===== src/rtl/mac_agu_pkg.sv =====
package mac_agu_pkg;
  typedef enum logic [2:0] {
    MD_IND = 3'd0,
    MD_PM2 = 3'd1,
    MD_PM4 = 3'd2,
    MD_PM6 = 3'd3,
    MD_IDX = 3'd4
  } mode_e;

  function automatic logic [15:0] step_of(input logic [2:0] m);
    case (m)
      3'd1:    step_of = 16'd2;
      3'd2:    step_of = 16'd4;
      3'd3:    step_of = 16'd6;
      default: step_of = 16'd0;
    endcase
  endfunction
endpackage


===== src/rtl/agu_lane.sv =====
module agu_lane
  import mac_agu_pkg::*;
#(
  parameter int AW        = 16,
  parameter int SEL_W     = 4,
  parameter int FIRST_REG = 8
) (
  input  logic [SEL_W-1:0] sel_i,
  input  logic [2:0]       mode_i,
  input  logic             dec_i,
  input  logic [AW-1:0]    ptr_a_i,
  input  logic [AW-1:0]    ptr_b_i,
  input  logic [AW-1:0]    ofs_i,
  input  logic [AW-1:0]    win_lo_i,
  input  logic [AW-1:0]    win_hi_i,
  output logic [AW-1:0]    ea_o,
  output logic [AW-1:0]    nxt_o,
  output logic             upd_o,
  output logic             slot_o,
  output logic             legal_o,
  output logic             oor_o
);
  localparam logic [SEL_W-1:0] REG_A = SEL_W'(FIRST_REG);
  localparam logic [SEL_W-1:0] REG_B = SEL_W'(FIRST_REG + 1);

  logic          hit;
  logic [AW-1:0] ptr;
  logic [AW-1:0] step;
  logic          ea_out, nxt_out;

  assign hit    = (sel_i == REG_A) || (sel_i == REG_B);
  assign slot_o = (sel_i == REG_B);
  assign ptr    = slot_o ? ptr_b_i : ptr_a_i;
  assign step   = AW'(step_of(mode_i));

  always_comb begin
    ea_o    = ptr;
    nxt_o   = ptr;
    upd_o   = 1'b0;
    legal_o = hit;
    case (mode_i)
      MD_IND: ;
      MD_PM2, MD_PM4, MD_PM6: begin
        nxt_o = dec_i ? (ptr - step) : (ptr + step);
        upd_o = hit;
      end
      MD_IDX: begin
        ea_o    = ptr + ofs_i;
        legal_o = hit && slot_o;  // indexed only on the second register of the pair
      end
      default: legal_o = 1'b0;
    endcase
  end

  assign ea_out  = (ea_o < win_lo_i) || (ea_o > win_hi_i);
  assign nxt_out = upd_o && ((nxt_o < win_lo_i) || (nxt_o > win_hi_i));
  assign oor_o   = ea_out || nxt_out;
endmodule


===== src/rtl/agu_ptr_file.sv =====
module agu_ptr_file #(
  parameter int AW   = 16,
  parameter int NPTR = 4,
  localparam int IW  = $clog2(NPTR)
) (
  input  logic                      clk_i,
  input  logic                      rst_ni,
  input  logic                      wr_en_i,
  input  logic [IW-1:0]             wr_idx_i,
  input  logic [AW-1:0]             wr_data_i,
  input  logic                      x_upd_i,
  input  logic [IW-1:0]             x_idx_i,
  input  logic [AW-1:0]             x_nxt_i,
  input  logic                      y_upd_i,
  input  logic [IW-1:0]             y_idx_i,
  input  logic [AW-1:0]             y_nxt_i,
  output logic [NPTR-1:0][AW-1:0]   ptr_o
);
  for (genvar g = 0; g < NPTR; g++) begin : g_ptr
    localparam logic [IW-1:0] ME = IW'(g);
    always_ff @(posedge clk_i or negedge rst_ni) begin
      if (!rst_ni)                        ptr_o[g] <= '0;
      else if (wr_en_i && wr_idx_i == ME) ptr_o[g] <= wr_data_i;
      else if (x_upd_i && x_idx_i == ME)  ptr_o[g] <= x_nxt_i;
      else if (y_upd_i && y_idx_i == ME)  ptr_o[g] <= y_nxt_i;
    end
  end
endmodule


===== src/rtl/mac_agu.sv =====
module mac_agu #(
  parameter int AW     = 16,
  parameter int SEL_W  = 4,
  parameter int X_REG0 = 8,
  parameter int Y_REG0 = 10
) (
  input  logic             clk_i,
  input  logic             rst_ni,
  input  logic             wr_en_i,
  input  logic [1:0]       wr_sel_i,
  input  logic [AW-1:0]    wr_data_i,
  input  logic             op_valid_i,
  input  logic [SEL_W-1:0] x_sel_i,
  input  logic [2:0]       x_mode_i,
  input  logic             x_dec_i,
  input  logic [SEL_W-1:0] y_sel_i,
  input  logic [2:0]       y_mode_i,
  input  logic             y_dec_i,
  input  logic [AW-1:0]    x_ofs_i,
  input  logic [AW-1:0]    y_ofs_i,
  input  logic [AW-1:0]    x_lo_i,
  input  logic [AW-1:0]    x_hi_i,
  input  logic [AW-1:0]    y_lo_i,
  input  logic [AW-1:0]    y_hi_i,
  output logic [AW-1:0]    x_ea_o,
  output logic [AW-1:0]    y_ea_o,
  output logic             err_o,
  output logic             x_oor_o,
  output logic             y_oor_o
);
  localparam int NPTR = 4;
  localparam int IW   = $clog2(NPTR);

  logic [NPTR-1:0][AW-1:0] ptr_q;
  logic [AW-1:0] x_nxt, y_nxt;
  logic x_upd, y_upd, x_slot, y_slot, x_legal, y_legal, x_oor, y_oor;
  logic commit;

  agu_lane #(.AW(AW), .SEL_W(SEL_W), .FIRST_REG(X_REG0)) u_x_lane (
    .sel_i(x_sel_i), .mode_i(x_mode_i), .dec_i(x_dec_i),
    .ptr_a_i(ptr_q[0]), .ptr_b_i(ptr_q[1]), .ofs_i(x_ofs_i),
    .win_lo_i(x_lo_i), .win_hi_i(x_hi_i),
    .ea_o(x_ea_o), .nxt_o(x_nxt), .upd_o(x_upd), .slot_o(x_slot),
    .legal_o(x_legal), .oor_o(x_oor)
  );

  agu_lane #(.AW(AW), .SEL_W(SEL_W), .FIRST_REG(Y_REG0)) u_y_lane (
    .sel_i(y_sel_i), .mode_i(y_mode_i), .dec_i(y_dec_i),
    .ptr_a_i(ptr_q[2]), .ptr_b_i(ptr_q[3]), .ofs_i(y_ofs_i),
    .win_lo_i(y_lo_i), .win_hi_i(y_hi_i),
    .ea_o(y_ea_o), .nxt_o(y_nxt), .upd_o(y_upd), .slot_o(y_slot),
    .legal_o(y_legal), .oor_o(y_oor)
  );

  // both operands must be legal before either pointer moves
  assign commit  = op_valid_i && x_legal && y_legal;
  assign err_o   = op_valid_i && !(x_legal && y_legal);
  assign x_oor_o = commit && x_oor;
  assign y_oor_o = commit && y_oor;

  agu_ptr_file #(.AW(AW), .NPTR(NPTR)) u_ptrs (
    .clk_i(clk_i), .rst_ni(rst_ni),
    .wr_en_i(wr_en_i), .wr_idx_i(wr_sel_i), .wr_data_i(wr_data_i),
    .x_upd_i(commit && x_upd), .x_idx_i({1'b0, x_slot}), .x_nxt_i(x_nxt),
    .y_upd_i(commit && y_upd), .y_idx_i({1'b1, y_slot}), .y_nxt_i(y_nxt),
    .ptr_o(ptr_q)
  );

  logic [IW-1:0] unused_iw;
  assign unused_iw = '0;
endmodule


===== config.mk =====
export PLATFORM = sky130hd
export DESIGN_NAME = mac_agu
export DESIGN_NICKNAME = d
export VERILOG_FILES = /design/src/rtl/mac_agu_pkg.sv /design/src/rtl/agu_lane.sv /design/src/rtl/agu_ptr_file.sv /design/src/rtl/mac_agu.sv
export SDC_FILE = /design/constraint.sdc
export NUM_CORES = 1
export LEC_CHECK = 0
export BUFFER_PORTS_ARGS = -buffer_cell sky130_fd_sc_hd__buf_2
export CORE_ASPECT_RATIO = 1.1
export CORE_UTILIZATION = 45
export CTS_BUF_LIST = sky130_fd_sc_hd__clkbuf_8
export CTS_CLUSTER_SIZE = 16
export DETAILED_ROUTE_END_ITERATION = 10
export GPL_TIMING_DRIVEN = 0
export PLACE_DENSITY = 0.66
export SYNTH_ARGS = -nofsm -noshare
export SYNTH_HDL_FRONTEND = slang
export SYNTH_SLANG_ARGS = --single-unit

===== constraint.sdc =====
create_clock -name clk_i -period 9.25 [get_ports clk_i]
set_input_delay 0.4625 -clock clk_i [delete_from_list [all_inputs] [get_ports clk_i]]
set_output_delay 0.4625 -clock clk_i [all_outputs]
set_load 0.02 [all_outputs]

==> flow_summary.ini <==
[power_and_ir_drop]
peakVddDrop_v = 0.0000855
p_clk_share_pct = 14.4
power_frac_comb_pct = 65.1
p_sw_share_pct = 47.0
p_leak_nw = 5.74
powerDensity_mw_per_mm2 = 153
p_sw_uw = 807
pwr-share-seq_pct = 20.5
p_int_uw = 908
p_total_mw = 1.71

[yosys]
synth_top_cell_by_area = ha_1
yosys.cell_types.count = 77
synth_area_mm2 = 0.00983
synth_top_cell_area_share_pct = 23.7
ys_warn_count = 0
ys_async_sr_fraction_pct = 100
synth-edff-count = 0
synth_nets = 1591
yosys-top-cells-area = ha_1 (24%), dfrtp_1 (16%), mux2i_1 (6.3%), o21ai_0 (5.9%), nand2_1 (5.5%)
seq_area_frac_synth_pct = 16.3
synth_ff_type = dfrtp_1
avgSynthCellArea_um2 = 7.75
ys_seq_elements = 64
synth_cells = 1269

[clock_tree]
cts-root-buf = clkbuf_8
insertion_delay_ns = 0.36
cts_resized = 0
cts_sinks = 64
clockBufferDepth = 2
cts_tree = built
post-cts-setup-buffers = 0
ctsHoldBuffers = 0
clkSlewWorstSetupHoldPaths_ns = 0.08
numCtsBuffers = 9
h-tree-depth = 3

[setup_path]
reg2reg_slack_ns = 5.82
cp.arrival_ns = 6.02
critical_path.startpoint_type = primary input
ff2ff_path_depth = 12
path_max_fanout = 10
endpoint_kind = output port
crit-reg2reg-launch = u_ptrs.ptr_o[17]
crit_type = in2out
cp_data_required_time_ns = 8.79
r2r_end = u_ptrs.ptr_o[13]

[route]
drcViolationCount = 0
dr.pass1.iters = 5
viasPerCell = 5.59
vias = 9746
drt_iter0_markers = 438
wl_um = 29600
wl_per_cell_um = 17.0
ant_nets = 0

[timing]
setup_tns_ns = 0
fmax_mhz = 154
relSlewSlack_pct = 11.7
hold_violations = 0
slew_viol_final = 0
period_minus_slack_ns = 6.49
holdWs_ns = 0.185
fin_ws_ns = 2.76
rsz0062_at_grt = no
worst_pin_slew_ns = 1.32
finClkSkew_ns = 0.0125
setup_viol_count_final = 0
fin_crit_sh_pct = 70.1

[global_route]
grt_start_max_net_pins = 65
grt_usage_pct = 26.9
grt_pass1_wl_um = 47400
gr-total-overflow = 0
grt_pass1_vias = 9579
antenna_found_initial = 1

[layout]
syn2layout_area_growth_pct = 14.2
layout_commonest_cell = ha_1
top_regs = u_ptrs.ptr_o: 64 flops
largest_reg_flops = 64
stdcell_count = 1743
regArea_mm2 = 0.00160
fillCellCount = 2093
largest-register = u_ptrs.ptr_o
multi_input_area_mm2 = 0.00762
drive_gt1_share_pct = 16.3
nets = 1769
layout_common_cells = ha_1 (186), buf_2 (175), nand2_1 (144)

[min_path]
worstHoldPathType = in2async

[flow_run]
max_cap_viol_count = 0

[floorplan]
die_h_um = 157
initial_core_util_pct = 46.0
ios = 169
num_rows = 56
dieArea_mm2 = 0.0224
core_mm2 = 0.0214
die_w_um = 143

[place]
post-place-ws_ns = 2.84
dp_hpwl_um = 25700
post-place-cells = 1726
io_buffers = 167
gp_congestion = 0.916

[outcome]
outcome = completed
-- kinds of logic (layout without fill, tap and decap cells) --
logic type                 Yosys count  count (layout)  synth area share, %
AOI/OAI and AO/OA                  362             362                 22.6
xor gates and xnor gates            42              42                 3.74
adders and majority gates          188             188                 24.1
buffers and inverters              154             337                 6.15
DFF                                 64              64                 16.3
muxes                               76              76                 8.26
other                                0               1                    0
and+or+nand+nor                    383             383                 18.9
-- layout make-up --
type	count	share of cell area, %
multi-input combinational	1051	67.9
sequential	64	14.3
timing repair buffer	167	7.46
inverter	119	3.98
tap	290	3.23
buffer	35	1.40
clock buffer	9	1.10
clock inverter	7	0.646
antenna	1	0.0223
-- synth_stat cells (11+ instances only) --
cell type  number
ha_1          186
nor2_1         86
nand2_1       144
o21ai_0       115
a21oi_1       101
xnor2_1        22
nand3_1        23
clkbuf_1       23
o21ai_1        12
a31oi_1        12
inv_1         118
nand2b_1       11
xor2_1         20
nor3_1         23
or3_1          11
a21o_1         40
o21a_1         17
nor2b_1        15
mux2i_1        62
dfrtp_1        64
mux2_2         11
nand4_1        25
-- worst max path at each step --
stage | startpoint | endpoint | slack (ns)
finish | x_sel_i[2] | x_oor_o | 2.76
global route | x_sel_i[2] | x_oor_o | 2.37
CTS | x_sel_i[2] | x_oor_o | 2.83
detailed placement | x_sel_i[2] | x_oor_o | 2.84
global placement | x_sel_i[2] | x_oor_o | 2.90
floorplan | x_sel_i[2] | x_oor_o | 3.41
-- routing by layer --
metal	track usage [%]	routed length [µm]	vias to the layer above
met2	51.9	15200	242
met1	30.7	12600	4523
li1	-	-	4934
met4	9.68	833	0
met5	0	0	-
met3	1.89	1000	47
-- stage by stage --
step           area, µm²  utilization (%)
2_1_floorplan       9830                -
3_3_place_gp       11000             51.6
3_5_place_dp       11000             51.6
4_1_cts            11200             52.5
5_1_grt            11200             52.5
6_report           11200             52.6
-- power groups by stage --
stage,clock network (mW),logic [mW],registers (mW)
after CTS,0.249,1.11,0.351
after global routing,0.262,1.26,0.356
after floorplan,0,0.818,0.349
after global placement,0,1.09,0.353
after detailed placement,0,1.11,0.355
final,0.247,1.12,0.351
-- critical path, cell delays in order --
cell and delay [ns]:
buf_2 0.10, and4bb_1 0.33, buf_6 0.18, buf_2 0.33, mux2i_1 0.37, inv_1 0.11
ha_1 0.33, o21ai_0 0.16, nor2_1 0.07, o21a_1 0.19, o41a_1 0.44, a21o_1 0.23
a21oi_1 0.18, xor2_1 0.08, o21ai_0 0.36, ha_1 0.33, a21o_1 0.16, a21o_1 0.16
a21oi_1 0.15, nor2_1 0.05, a2111oi_0 0.45, nor2_1 0.13, a211o_1 0.31, a41oi_2 0.14
buf_2 0.19
Power figures use the tool's default switching activity.
